--- src/rtl/cfg_idx_pkg.sv ---
package cfg_idx_pkg;

    localparam int CFG_DW = 8;
    typedef logic [CFG_DW-1:0] cbyte_t;

    // Pointer values of the implemented configuration registers
    localparam cbyte_t IDX_DEVNUM = 8'h07;
    localparam cbyte_t IDX_DEVID  = 8'h20;
    localparam cbyte_t IDX_REVID  = 8'h27;
    localparam cbyte_t IDX_ACT    = 8'h30;
    localparam cbyte_t IDX_BASEH  = 8'h60;
    localparam cbyte_t IDX_BASEL  = 8'h61;
    localparam cbyte_t IDX_IRQSEL = 8'h70;
    localparam cbyte_t IDX_IRQTYP = 8'h71;

    localparam cbyte_t GATE_LO    = 8'h30;
    localparam cbyte_t GATE_HI    = 8'h71;
    localparam cbyte_t IRQTYP_RST = 8'h03;

    typedef struct packed {
        cbyte_t      ptr;
        cbyte_t      devnum;
        logic        act;
        cbyte_t      base_h;
        logic [3:0]  base_l;
        cbyte_t      irqsel;
        logic        irqtyp1;
        cbyte_t      rdata;
        logic        rvalid;
    } bank_t;

    function automatic logic [15:0] pick_base(input logic sel,
                                              input logic [15:0] hi_base,
                                              input logic [15:0] lo_base);
        return sel ? hi_base : lo_base;
    endfunction

endpackage

--- src/rtl/cfg_addr_dec.sv ---
module cfg_addr_dec
    import cfg_idx_pkg::*;
#(
    parameter int              ADDR_W  = 16,
    parameter logic [ADDR_W-1:0] BASE_HI = 16'h007E,
    parameter logic [ADDR_W-1:0] BASE_LO = 16'h00EE
) (
    input  logic              clk,
    input  logic              rst_n,
    input  logic              strap_hi,
    input  logic [ADDR_W-1:0] io_addr,
    output logic              idx_hit,
    output logic              data_hit,
    output logic              base_sel_q
);

    localparam logic [ADDR_W-1:0] ONE = ADDR_W'(1);

    logic              base_sel_d;
    logic [ADDR_W-1:0] base_now;

    // Strap follows the pin while reset is held, then freezes
    always_comb begin
        base_sel_d = rst_n ? base_sel_q : strap_hi;
    end

    always_ff @(posedge clk) begin
        base_sel_q <= base_sel_d;
    end

    always_comb begin
        base_now = pick_base(base_sel_q, BASE_HI, BASE_LO);
        idx_hit  = (io_addr == base_now);
        data_hit = (io_addr == (base_now + ONE));
    end

endmodule

--- src/rtl/cfg_rd_mux.sv ---
module cfg_rd_mux
    import cfg_idx_pkg::*;
#(
    parameter cbyte_t DEVNUM_ID = 8'h1A,
    parameter cbyte_t DEV_ID    = 8'hFE,
    parameter cbyte_t REV_ID    = 8'h11
) (
    input  cbyte_t     ptr,
    input  cbyte_t     devnum,
    input  logic       act,
    input  cbyte_t     base_h,
    input  logic [3:0] base_l,
    input  cbyte_t     irqsel,
    input  logic       irqtyp1,
    output cbyte_t     rd_val
);

    logic gate_open;
    logic in_gate;

    always_comb begin
        gate_open = (devnum == DEVNUM_ID);
        in_gate   = (ptr >= GATE_LO) && (ptr <= GATE_HI);
        rd_val    = '0;
        case (ptr)
            IDX_DEVNUM: rd_val = devnum;
            IDX_DEVID:  rd_val = DEV_ID;
            IDX_REVID:  rd_val = REV_ID;
            IDX_ACT:    rd_val = {7'b0, act};
            IDX_BASEH:  rd_val = base_h;
            IDX_BASEL:  rd_val = {base_l, 4'b0000};
            IDX_IRQSEL: rd_val = irqsel;
            IDX_IRQTYP: rd_val = {6'b0, irqtyp1, 1'b1};
            default:    rd_val = '0;
        endcase
        if (in_gate && !gate_open) begin
            rd_val = '0;
        end
    end

endmodule

--- src/rtl/cfg_reg_bank.sv ---
module cfg_reg_bank
    import cfg_idx_pkg::*;
#(
    parameter cbyte_t DEVNUM_ID = 8'h1A
) (
    input  logic   clk,
    input  logic   rst_n,
    input  logic   io_wr,
    input  logic   io_rd,
    input  cbyte_t io_wdata,
    input  logic   idx_hit,
    input  logic   data_hit,
    input  cbyte_t rd_val,
    output bank_t  st_q
);

    localparam bank_t BANK_RST = '{
        ptr:     '0,
        devnum:  '0,
        act:     1'b0,
        base_h:  '0,
        base_l:  '0,
        irqsel:  '0,
        irqtyp1: IRQTYP_RST[1],
        rdata:   '0,
        rvalid:  1'b0
    };

    bank_t st_d;
    logic  gate_open;

    always_comb begin
        st_d      = st_q;
        gate_open = (st_q.devnum == DEVNUM_ID);

        // Read return, one clock after the strobe
        st_d.rvalid = io_rd && (idx_hit || data_hit);
        if (io_rd && idx_hit) begin
            st_d.rdata = st_q.ptr;
        end else if (io_rd && data_hit) begin
            st_d.rdata = rd_val;
        end else begin
            st_d.rdata = '0;
        end

        if (io_wr && idx_hit) begin
            st_d.ptr = io_wdata;
        end

        if (io_wr && data_hit) begin
            case (st_q.ptr)
                IDX_DEVNUM: st_d.devnum = io_wdata;
                IDX_ACT: begin
                    if (gate_open) st_d.act = io_wdata[0];
                end
                IDX_BASEH: begin
                    if (gate_open) st_d.base_h = io_wdata;
                end
                IDX_BASEL: begin
                    if (gate_open) st_d.base_l = io_wdata[7:4];
                end
                IDX_IRQSEL: begin
                    if (gate_open) st_d.irqsel = io_wdata;
                end
                IDX_IRQTYP: begin
                    if (gate_open) st_d.irqtyp1 = io_wdata[1];
                end
                default: ;
            endcase
        end
    end

    always_ff @(posedge clk or negedge rst_n) begin
        if (!rst_n) begin
            st_q <= BANK_RST;
        end else begin
            st_q <= st_d;
        end
    end

endmodule

--- src/rtl/cfg_idx_port.sv ---
module cfg_idx_port
    import cfg_idx_pkg::*;
#(
    parameter int                ADDR_W    = 16,
    parameter logic [ADDR_W-1:0] BASE_HI   = 16'h007E,
    parameter logic [ADDR_W-1:0] BASE_LO   = 16'h00EE,
    parameter logic [7:0]        DEVNUM_ID = 8'h1A,
    parameter logic [7:0]        DEV_ID    = 8'hFE,
    parameter logic [7:0]        REV_ID    = 8'h11
) (
    input  logic              clk,
    input  logic              rst_n,
    input  logic              strap_hi,
    input  logic [ADDR_W-1:0] io_addr,
    input  logic              io_wr,
    input  logic              io_rd,
    input  logic [7:0]        io_wdata,
    output logic [7:0]        io_rdata,
    output logic              io_rvalid,
    output logic              dev_active,
    output logic [15:0]       io_base,
    output logic              io_base_vld,
    output logic [7:0]        irq_sel,
    output logic [7:0]        irq_type
);

    logic   idx_hit;
    logic   data_hit;
    logic   base_sel_q;
    cbyte_t rd_val;
    bank_t  st_q;
    cbyte_t ptr_q;
    cbyte_t devnum_q;

    cfg_addr_dec #(
        .ADDR_W  (ADDR_W),
        .BASE_HI (BASE_HI),
        .BASE_LO (BASE_LO)
    ) u_dec (
        .clk        (clk),
        .rst_n      (rst_n),
        .strap_hi   (strap_hi),
        .io_addr    (io_addr),
        .idx_hit    (idx_hit),
        .data_hit   (data_hit),
        .base_sel_q (base_sel_q)
    );

    cfg_reg_bank #(
        .DEVNUM_ID (DEVNUM_ID)
    ) u_bank (
        .clk      (clk),
        .rst_n    (rst_n),
        .io_wr    (io_wr),
        .io_rd    (io_rd),
        .io_wdata (io_wdata),
        .idx_hit  (idx_hit),
        .data_hit (data_hit),
        .rd_val   (rd_val),
        .st_q     (st_q)
    );

    cfg_rd_mux #(
        .DEVNUM_ID (DEVNUM_ID),
        .DEV_ID    (DEV_ID),
        .REV_ID    (REV_ID)
    ) u_mux (
        .ptr     (st_q.ptr),
        .devnum  (st_q.devnum),
        .act     (st_q.act),
        .base_h  (st_q.base_h),
        .base_l  (st_q.base_l),
        .irqsel  (st_q.irqsel),
        .irqtyp1 (st_q.irqtyp1),
        .rd_val  (rd_val)
    );

    always_comb begin
        ptr_q       = st_q.ptr;
        devnum_q    = st_q.devnum;
        io_rdata    = st_q.rdata;
        io_rvalid   = st_q.rvalid;
        dev_active  = st_q.act;
        io_base     = {st_q.base_h, st_q.base_l, 4'b0000};
        io_base_vld = st_q.act;
        irq_sel     = st_q.irqsel;
        irq_type    = {6'b0, st_q.irqtyp1, 1'b1};
    end

endmodule

--- config.mk ---
export PLATFORM = sky130hd
export DESIGN_NAME = cfg_idx_port
export DESIGN_NICKNAME = d
export VERILOG_FILES = /design/src/rtl/cfg_idx_pkg.sv /design/src/rtl/cfg_addr_dec.sv /design/src/rtl/cfg_rd_mux.sv /design/src/rtl/cfg_reg_bank.sv /design/src/rtl/cfg_idx_port.sv
export SDC_FILE = /design/constraint.sdc
export NUM_CORES = 1
export LEC_CHECK = 0
export BUFFER_PORTS_ARGS = -buffer_cell sky130_fd_sc_hd__buf_4
export CORE_MARGIN = 3
export CORE_UTILIZATION = 53
export CTS_CLUSTER_DIAMETER = 80
export DETAILED_ROUTE_END_ITERATION = 10
export MAX_ROUTING_LAYER = met4
export PLACE_DENSITY_LB_ADDON = 0.3
export SLEW_MARGIN = 20
export SYNTH_ARGS = -nofsm -noshare
export SYNTH_HDL_FRONTEND = slang
export SYNTH_SLANG_ARGS = --single-unit
--- constraint.sdc ---
create_clock -name clk -period 4.8 [get_ports clk]
set_input_delay 0.48 -clock clk [delete_from_list [all_inputs] [get_ports clk]]
set_output_delay 0.48 -clock clk [all_outputs]
set_load 0.02 [all_outputs]
==> impl_metrics.toml, run 1 <==
[run_status]
status = "complete, no violations"

[power]
irDropWorstVdd_uv = 200.4
p_leak_nw = 1.526
powerDensity_nw_per_um2 = 244.3

[setup_path]
crit_required_ns = 4.99
crit_arrival_ns = 2.85
r2r_start = "u_bank.st_q[39]"
critical_path_class = "reg2reg"
worstRegToRegCells = 5
crit_path_start_kind = "flop"
rrSetupSlack_ns = 2.14
r2r_end = "u_bank.st_q[27]"
end_kind = "flop"
path_max_fanout = 8

[logic_synthesis]
synthAdderAreaFrac_pct = 0
synth_seq_cells = 48
synth_flop_cell = "dfrtp_1"
synth_area_per_cell_um2 = 11.44
ys_seq_area_share_pct = 45.50
synthDistinctLibCells = 46
synth_edf_count = 1
syn_area_um2 = 2654
synth.area.mux_share_pct = 16.03
async_reset_ff_share_pct = 97.92
synth_xor_area_share_pct = 0
synthCells = 232
synth_top_family_by_area = "multiplexers"
synth-warning-count = 0
synth-compound-area-share_pct = 8.958
synthSimpleGateAreaFrac_pct = 15.56

[detailed_routing]
avgViaCountPerCell = 5.687
wl_per_cell_um = 16.69
postRouteAntennaNets = 0
drc = 0
vias = 1871
drt-total-wl_mm = 5.490
first_pass_iters = 4
drt-initial-drc-count = 166

[clocking]
clk_pin_slew_worst_paths_ns = 0.08
cts_buffers = 5
cts_tree = "built"
clock_path_buffers = 2
cts_sinks = 48
clk_latency_ns = 0.30
cts_hold_buf = 0
htree_num_levels = 2
cts_resized = 0
root_buffer = "clkbuf_8"
post_cts_buffers = 0

[finish]
synthToLayoutAreaGrowth_pct = 12.78
num_antenna_cells = 0
fillCellCount = 411
nets = 290
drive_gt1_share_pct = 43.51
postLayoutCellArea_um2 = 2993

[place]
dp.final_hpwl_mm = 3.978
place_congestion = 0.9746
portBuffers = 60
pre_cts_ws_ns = 1.925
place_area_um2 = 2885

[timing]
fmax_mhz = 375.7
fin_crit_ns = 2.662
fin_ws_ns = 2.138
max_slew_margin_pct = 49.94
fin_worst_skew_ns = 0.009967
fin_crit_sh_pct = 55.46
maxSlewViolCount = 0
rsz0062_at_grt = "no"
max_slew.worst_pin.slew_ns = 0.7454
finalSetupViolCount = 0
hold_viol = 0
setup_tns_ns = 0

[die]
die_h_um = 76.76
start_util_pct = 55.45
num_rows = 25
core_area_um2 = 4786
dieArea_um2 = 5892
num_io_pins = 72
fp.dieW_um = 76.76

[flow_run]
drv_cap = 0

[grt]
antenna_found_initial = 0
overflow = 0
grt_pass1_wl_mm = 8.811
grt_pass1_vias = 1733
grt_use_total_pct = 19.68
grt_max_degree = 49

[worst_hold_path]
hold_class = "in2async"
Yosys cell counts (3+ instances only):
master	n	area [um^2]
inv_1	7	26.28
or3_1	3	18.77
dfrtp_1	46	1151
a21oi_1	5	25.02
a221o_1	3	30.03
nand4_1	4	25.02
nand2b_1	3	18.77
nor3_1	3	15.01
buf_4	42	315.3
mux2_2	36	405.4
clkbuf_1	3	11.26
nor2_1	7	26.28
nand2_1	14	52.55
nand3_1	3	15.01
a22o_1	8	70.07
o21ai_0	3	15.01
metrics by stage:
| step | power (mW) | util, % | hold slack (ns) | cells |
|---|---|---|---|---|
| 2_1_floorplan | 0.4320 | - | 0.1844 | 241 |
| 3_3_place_gp | 0.4550 | 60.29 | 0.5188 | 321 |
| 3_5_place_dp | 0.4554 | 60.29 | 0.5208 | 321 |
| 4_1_cts | 0.7375 | 62.54 | 0.1885 | 329 |
| 5_1_grt | 0.7584 | 62.54 | 0.2016 | 329 |
| 6_report | 0.7312 | 62.54 | 0.1729 | 329 |
critical path: stages, from the launching register on:
cell and delay [ns]:
dfrtp_1 0.46, or4_1 0.74, nor3_4 0.31, nand2_1 0.14, nor3_4 0.50, mux2_2 0.39
cell usage in the layout (no fill, tap or decap), drive strengths merged, types with 2 or more instances in the layout:
| cell | netlist | final |
|---|---|---|
| nor2 | 7 | 7 |
| inv | 7 | 7 |
| nand4b | 2 | 2 |
| mux2i | 2 | 2 |
| dfrtp | 46 | 46 |
| nand2 | 14 | 14 |
| a22o | 8 | 8 |
| o21ai | 3 | 3 |
| o32ai | 2 | 2 |
| nand4 | 5 | 5 |
| a221o | 3 | 3 |
| nor3 | 6 | 6 |
| nand3b | 2 | 2 |
| buf | 44 | 60 |
| conb | 2 | 11 |
| nor4 | 4 | 4 |
| nand3 | 3 | 3 |
| a222oi | 2 | 2 |
| mux2 | 36 | 36 |
| or3 | 4 | 4 |
| nand2b | 3 | 3 |
| and4b | 2 | 2 |
| clkbuf | 3 | 6 |
| a21oi | 5 | 5 |
| a31oi | 2 | 2 |
state kept, by name (all words and copies together), names as in the netlist:
register / count
u_dec.base_sel_q: 1
u_bank.st_q: 47
area by class of cell:
| cell class | count | area (um^2) | area share, % |
|---|---|---|---|
| repair buffers | 60 | 450.4 | 15.05 |
| well taps | 67 | 83.83 | 2.801 |
| clock buffers | 6 | 72.57 | 2.425 |
| multi-input cells | 139 | 1117 | 37.33 |
| clock inverters | 2 | 35.03 | 1.171 |
| flip-flops and latches | 48 | 1207 | 40.34 |
| inverters | 7 | 26.28 | 0.8779 |
how the worst max path moves through the flow:
stage / slack [ns] / start / to / cells past startpoint
3_5_place_dp: 1.92 / io_addr[11] / u_bank.st_q[16] / 6
2_1_floorplan: 2.46 / io_addr[11] / u_bank.st_q[10] / 5
3_3_place_gp: 1.98 / io_addr[11] / u_bank.st_q[17] / 6
6_report: 2.14 / u_bank.st_q[39] / u_bank.st_q[27] / 5
5_1_grt: 1.99 / u_dec.base_sel_q / u_bank.st_q[12] / 5
4_1_cts: 2.14 / u_dec.base_sel_q / u_bank.st_q[15] / 5
per-layer routing:
metal | routed length, um | global-route usage, % | vias to the layer above
li1 | - | - | 853
met3 | 580 | 5.164 | 13
met5 | 0 | - | -
met4 | 130 | 8.696 | 0
met2 | 2536 | 28.57 | 107
met1 | 2242 | 25.98 | 898
power breakdown:
part	switching [mW]	leakage (nW)	total (mW)	internal (mW)
combinational	0.0240	0.818	0.0405	0.0165
clock	0.130	0.0552	0.284	0.155
sequential	0.000323	0.653	0.406	0.406
cell families (layout without fill, tap and decap cells):
kind of cell,after synthesis,count (layout)
simple gates,60,60
buf+inv,54,75
flops,48,48
mux,38,38
compound gates,30,30
other cells,2,11
Power figures use the tool's default switching activity.
==> inputs of run 2 (changes only) <==
--- a/config.mk
+++ b/config.mk
@@ -7,7 +7,7 @@
 export LEC_CHECK = 0
 export BUFFER_PORTS_ARGS = -buffer_cell sky130_fd_sc_hd__buf_4
 export CORE_MARGIN = 3
-export CORE_UTILIZATION = 53
+export CORE_UTILIZATION = 52
 export CTS_CLUSTER_DIAMETER = 80
 export DETAILED_ROUTE_END_ITERATION = 10
 export MAX_ROUTING_LAYER = met4
==> constraint.sdc (replaced) <==
create_clock -name clk -period 2.6 [get_ports clk]
set_input_delay 0.26 -clock clk [delete_from_list [all_inputs] [get_ports clk]]
set_output_delay 0.26 -clock clk [all_outputs]
set_load 0.02 [all_outputs]
==> impl_metrics.toml, run 2 (synthesis results as in run 1) <==
[place]
portBuffers = 60
dp.final_hpwl_mm = 4.481
place_congestion = 0.9870

[clocking]
post_cts_buffers = 0
cts_sinks = 48
root_buffer = "clkbuf_8"
clock_path_buffers = 2
htree_num_levels = 2
clk_pin_slew_worst_paths_ns = 0.08
clk_latency_ns = 0.29
cts_resized = 0
cts_tree = "built"
cts_buffers = 5
cts_hold_buf = 0

[setup_path]
critical_path_class = "reg2reg"
crit_path_start_kind = "flop"
end_kind = "flop"
crit_arrival_ns = 2.54
crit_required_ns = 2.78
path_max_fanout = 8

[timing]
fin_crit_sh_pct = 90.70
fin_crit_ns = 2.358
setup_tns_ns = 0
rsz0062_at_grt = "no"
max_slew_margin_pct = 62.80
finalSetupViolCount = 0
fmax_mhz = 424.0
fin_worst_skew_ns = 0.003148
hold_viol = 0
max_slew.worst_pin.slew_ns = 0.5580
maxSlewViolCount = 0

[detailed_routing]
first_pass_iters = 4
vias = 1935
wl_per_cell_um = 17.71
drt-initial-drc-count = 166
met2WireLength_mm = 3.011
postRouteAntennaNets = 0
dr_wl_met3_um = 541
avgViaCountPerCell = 5.691
dr.max_layer_used = "met4"
drc = 0
wl_met1_mm = 2.339
drt-total-wl_mm = 6.020

[finish]
num_antenna_cells = 0
fillCellCount = 421
regMostFlops = "u_bank.st_q"
drive_gt1_share_pct = 45.79
synthToLayoutAreaGrowth_pct = 15.04
nets = 302
largest_reg_flops = 47
mostFrequentLayoutCells = "buf_4 (72), dfrtp_1 (46), mux2_2 (36)"
reg.largest.list = "u_bank.st_q x47, u_dec.base_sel_q x1"
post-route-util_pct = 63.38
layout_commonest_cell = "buf_4"

[power]
p_int_mw = 0.9641
powerDensity_nw_per_um2 = 407.1
clock_power_share_pct = 33.6
combinationalPowerShare_pct = 6.1
p_total_mw = 1.243
swShare_pct = 22.42
seq_power_share_pct = 60.4
p_leak_nw = 1.574
power.net_switching_mw = 0.2786
irDropWorstVdd_uv = 442.9

[flow_run]
drv_cap = 0

[grt]
antenna_found_initial = 0
grt_max_degree = 48
grt_pass1_wl_mm = 9.804
overflow = 0
grt_pass1_vias = 1914
grt_use_total_pct = 21.37

[worst_hold_path]
hold_class = "in2async"

[die]
die_h_um = 77.44
core_area_um2 = 4817
num_io_pins = 72
dieArea_um2 = 5997
start_util_pct = 55.09
fp.dieW_um = 77.44
num_rows = 25

[run_status]
status = "complete, no violations"
==> run 2: final cells by class <==
type	count	area (um^2)	area share (%)
sequential	48	1207	39.55
clock buffer	6	72.57	2.377
clock inverter	1	5.005	0.1639
tap	67	83.83	2.746
inverter	7	26.28	0.8607
timing repair buffer	72	540.5	17.70
multi-input combinational	139	1117	36.60
==> run 2: metal layers <==
| layer | up-vias | track usage (%) |
|---|---|---|
| met3 | 11 | 5.336 |
| met2 | 112 | 35.32 |
| met5 | - | - |
| met1 | 939 | 25.66 |
| met4 | 0 | 7.117 |
| li1 | 873 | - |
==> run 2: metrics by stage <==
stage | hold slack, ns | setup slack (ns) | cells | instance area [um^2]
floorplan | -0.03559 | 0.3949 | 241 | 2688
global placement | 0.4211 | 0.3527 | 333 | 2975
detailed placement | 0.4170 | 0.2480 | 333 | 2975
CTS | 0.09728 | 0.2372 | 340 | 3053
global route | 0.1193 | 0.06212 | 340 | 3053
finish | 0.06394 | 0.2417 | 340 | 3053
==> run 2: power groups by stage <==
stage	logic [mW]	registers (mW)	clock network (mW)
after floorplan	0.0324	0.765	0
after global placement	0.0762	0.765	0
after detailed placement	0.0766	0.765	0
after CTS	0.0769	0.750	0.425
after global routing	0.0845	0.750	0.454
final	0.0754	0.750	0.417
==> run 2: path summary, 6_finish.rpt <==
path	start	endpoint	slack, ns	cells after the start
setup / recovery	u_dec.base_sel_q	u_bank.st_q[14]	0.24	6
hold / removal	rst_n	u_bank.st_q[5]	0.06	2
setup reg to reg	u_dec.base_sel_q	u_bank.st_q[14]	0.24	6
hold reg to reg	u_bank.st_q[27]	u_bank.st_q[27]	0.55	1
max in group asynchronous	rst_n	u_bank.st_q[9]	2.15	2
min in group clk	strap_hi	u_dec.base_sel_q	0.14	1
==> run 2: worst max-delay path, cell delays in order, from the launching register on <==
cell      delay (ns)
edfxtp_1        0.39
or3b_1          0.41
a211oi_1        0.41
nand4_2         0.26
nor4_4          0.20
buf_4           0.23
mux2_2          0.35
==> inputs of run 3 (changes only) <==
--- a/config.mk
+++ b/config.mk
@@ -5,9 +5,10 @@
 export SDC_FILE = /design/constraint.sdc
 export NUM_CORES = 1
 export LEC_CHECK = 0
+export ABC_AREA = 1
 export BUFFER_PORTS_ARGS = -buffer_cell sky130_fd_sc_hd__buf_4
 export CORE_MARGIN = 3
-export CORE_UTILIZATION = 52
+export CORE_UTILIZATION = 53
 export CTS_CLUSTER_DIAMETER = 80
 export DETAILED_ROUTE_END_ITERATION = 10
 export MAX_ROUTING_LAYER = met4
==> constraint.sdc (replaced) <==
create_clock -name clk -period 2.9 [get_ports clk]
set_input_delay 0.29 -clock clk [delete_from_list [all_inputs] [get_ports clk]]
set_output_delay 0.29 -clock clk [all_outputs]
set_load 0.02 [all_outputs]
==> impl_metrics.toml, run 3 <==
[run_status]
status = "finished with violations"
violations = "negative hold slack"

[timing]
max_slew_margin_pct = 52.03
fmax_mhz = 493.9
timing.hold.ws_ns = -0.02269
fin_crit_sh_pct = 69.82
rsz0062_at_grt = "no"
fin_crit_ns = 2.025
finalSetupViolCount = 0
setup_tns_ns = 0
hold_viol = 16
max_slew.worst_pin.slew_ns = 0.7188
fin_worst_skew_ns = 0.01632
fin_ws_ns = 0.8751
maxSlewViolCount = 0

[setup_path]
worstRegToRegCells = 10
end_kind = "flop"
crit_path_start_kind = "flop"
rrSetupSlack_ns = 0.88
path_max_fanout = 24
slowest_stage = "nor2_4"
cp_top_family = "simple AND/OR/NAND/NOR gates"
critical_path_class = "reg2reg"
cp_num_buf_inv = 1
cp_slowest_stage_delay_ns = 0.48
cp-endpoint = "u_bank.st_q[13]"
r2r_end = "u_bank.st_q[13]"
cp_common_cell = "nand2_1"
startpoint = "u_dec.base_sel_q"
worstPathCellList = "nor2_1 -> nand2_1 -> nand2_1 -> nand2_1 -> inv_2 -> nand2_1 -> nor2_4 -> nand3_2 -> nand2_1 -> nand2_1"
cp_num_cells = 10
crit_arrival_ns = 2.22
crit_required_ns = 3.10
r2r_start = "u_dec.base_sel_q"

[finish]
drive_gt1_share_pct = 26.02
post-route-util_pct = 61.11
final_cells = 514
largest_reg_flops = 47
fillCellCount = 543
postLayoutCellArea_um2 = 3427
nets = 470
mostFrequentLayoutCells = "nand2_1 (135), buf_4 (60), dfrtp_1 (46)"
num_antenna_cells = 0
regMostFlops = "u_bank.st_q"
reg.largest.list = "u_bank.st_q x47, u_dec.base_sel_q x1"
layout_commonest_cell = "nand2_1"
synthToLayoutAreaGrowth_pct = 10.22

[clocking]
cts_resized = 0
post_cts_buffers = 0
clk_pin_slew_worst_paths_ns = 0.10
cts_buffers = 5
cts_hold_buf = 0
cts_tree = "built"
htree_num_levels = 2
clock_path_buffers = 2
root_buffer = "clkbuf_8"
clk_latency_ns = 0.31
cts_sinks = 48

[logic_synthesis]
synth_seq_cells = 48
yosysTopAreaCell = "dfrtp_1"
synth.most_common_cell = "nand2_1"
ys_seq_area_share_pct = 38.83
synth_edf_count = 1
synthDistinctLibCells = 30
ys_top_cells_by_area = "dfrtp_1 (37%), nand2_1 (16%), buf_4 (11%)"
async_reset_ff_share_pct = 97.92
synth_flop_cell = "dfrtp_1"
synth_area_per_cell_um2 = 7.492
synth-warning-count = 0
synth_top_area_share_pct = 37.02
synth_common_cells = "nand2_1 (135), dfrtp_1 (46), buf_4 (44)"
synthCells = 415
syn_area_um2 = 3109

[place]
dp_cells = 506
place_congestion = 0.9075
dp.final_hpwl_mm = 5.557
place_area_um2 = 3301
portBuffers = 60
pre_cts_ws_ns = 0.9035

[power]
irDropWorstVdd_uv = 229.2
combinationalPowerShare_pct = 6.2
clock_power_share_pct = 41.6
seq_power_share_pct = 52.2
swShare_pct = 21.94
power.net_switching_mw = 0.2828
p_leak_nw = 1.941
p_int_mw = 1.006
p_total_mw = 1.289
powerDensity_nw_per_um2 = 376.0

[detailed_routing]
postRouteAntennaNets = 0
drt-initial-drc-count = 149
first_pass_iters = 4
avgViaCountPerCell = 4.973
wl_per_cell_um = 13.89
drc = 0
drt-total-wl_mm = 7.142
vias = 2556

[grt]
grt_use_total_pct = 22.79
antenna_found_initial = 0
overflow = 0
grt_pass1_vias = 2396
grt_pass1_wl_mm = 11.31
grt_max_degree = 49

[die]
fp.dieW_um = 82.59
num_rows = 27
num_io_pins = 72
core_area_um2 = 5608
dieArea_um2 = 6821
start_util_pct = 55.44
die_h_um = 82.59

[flow_run]
drv_cap = 0

[worst_hold_path]
hold_class = "in2async"
[run 3: changes by cell type after synthesis, sizes merged, moves of 8 or more]
cell / previous run / this run
nor2: 7 / 43
nand3: 3 / 29
nand4: 5 / 22
mux2: 36 / 0
nand2: 14 / 148
inv: 7 / 48
a22o: 8 / 0
o21ai: 3 / 18
[run 3: layout make-up]
class	instances	area, um^2	share of cell area (%)
Timing Repair Buffer	60	450.4	13.14
Sequential cell	48	1207	35.23
Tap cell	72	90.09	2.629
Inverter	48	182.7	5.330
Clock buffer	7	96.34	2.811
Clock inverter	1	30.03	0.8762
Multi-Input combinational cell	278	1370	39.98
[run 3: worst min path at each step]
stage,from,to,slack (ns),cells after the start
final,rst_n,u_bank.st_q[23],-0.02,1
after detailed placement,rst_n,u_bank.st_q[23],0.34,1
after CTS,rst_n,u_bank.st_q[23],0.008,1
after floorplan,rst_n,u_bank.st_q[0],-0.006,0
after global placement,rst_n,u_bank.st_q[22],0.34,1
after global routing,rst_n,u_bank.st_q[28],0.02,1
[run 3: routing by layer]
metal / wire length, um / global-route usage, %
met1: 3209 / 29.20
met2: 3410 / 36.06
met3: 390 / 4.772
met4: 131 / 7.516
met5: 0 / -
[run 3: power groups by stage]
| stage | Sequential, mW | Clock [mW] | Combinational, mW |
|---|---|---|---|
| after detailed placement | 0.686 | 0 | 0.0808 |
| after CTS | 0.673 | 0.538 | 0.0809 |
| after global routing | 0.673 | 0.564 | 0.0888 |
| after global placement | 0.686 | 0 | 0.0793 |
| after floorplan | 0.686 | 0 | 0.0383 |
| final | 0.673 | 0.536 | 0.0800 |
[run 3: cells by family after synthesis]
| logic type | count (synthesis) | synth area share (%) |
|---|---|---|
| buffers and inverters | 98 | 18.19 |
| DFF | 48 | 38.83 |
| AOI/OAI and AO/OA | 21 | 4.950 |
| and+or+nand+nor | 246 | 37.79 |
| other | 2 | 0.2415 |
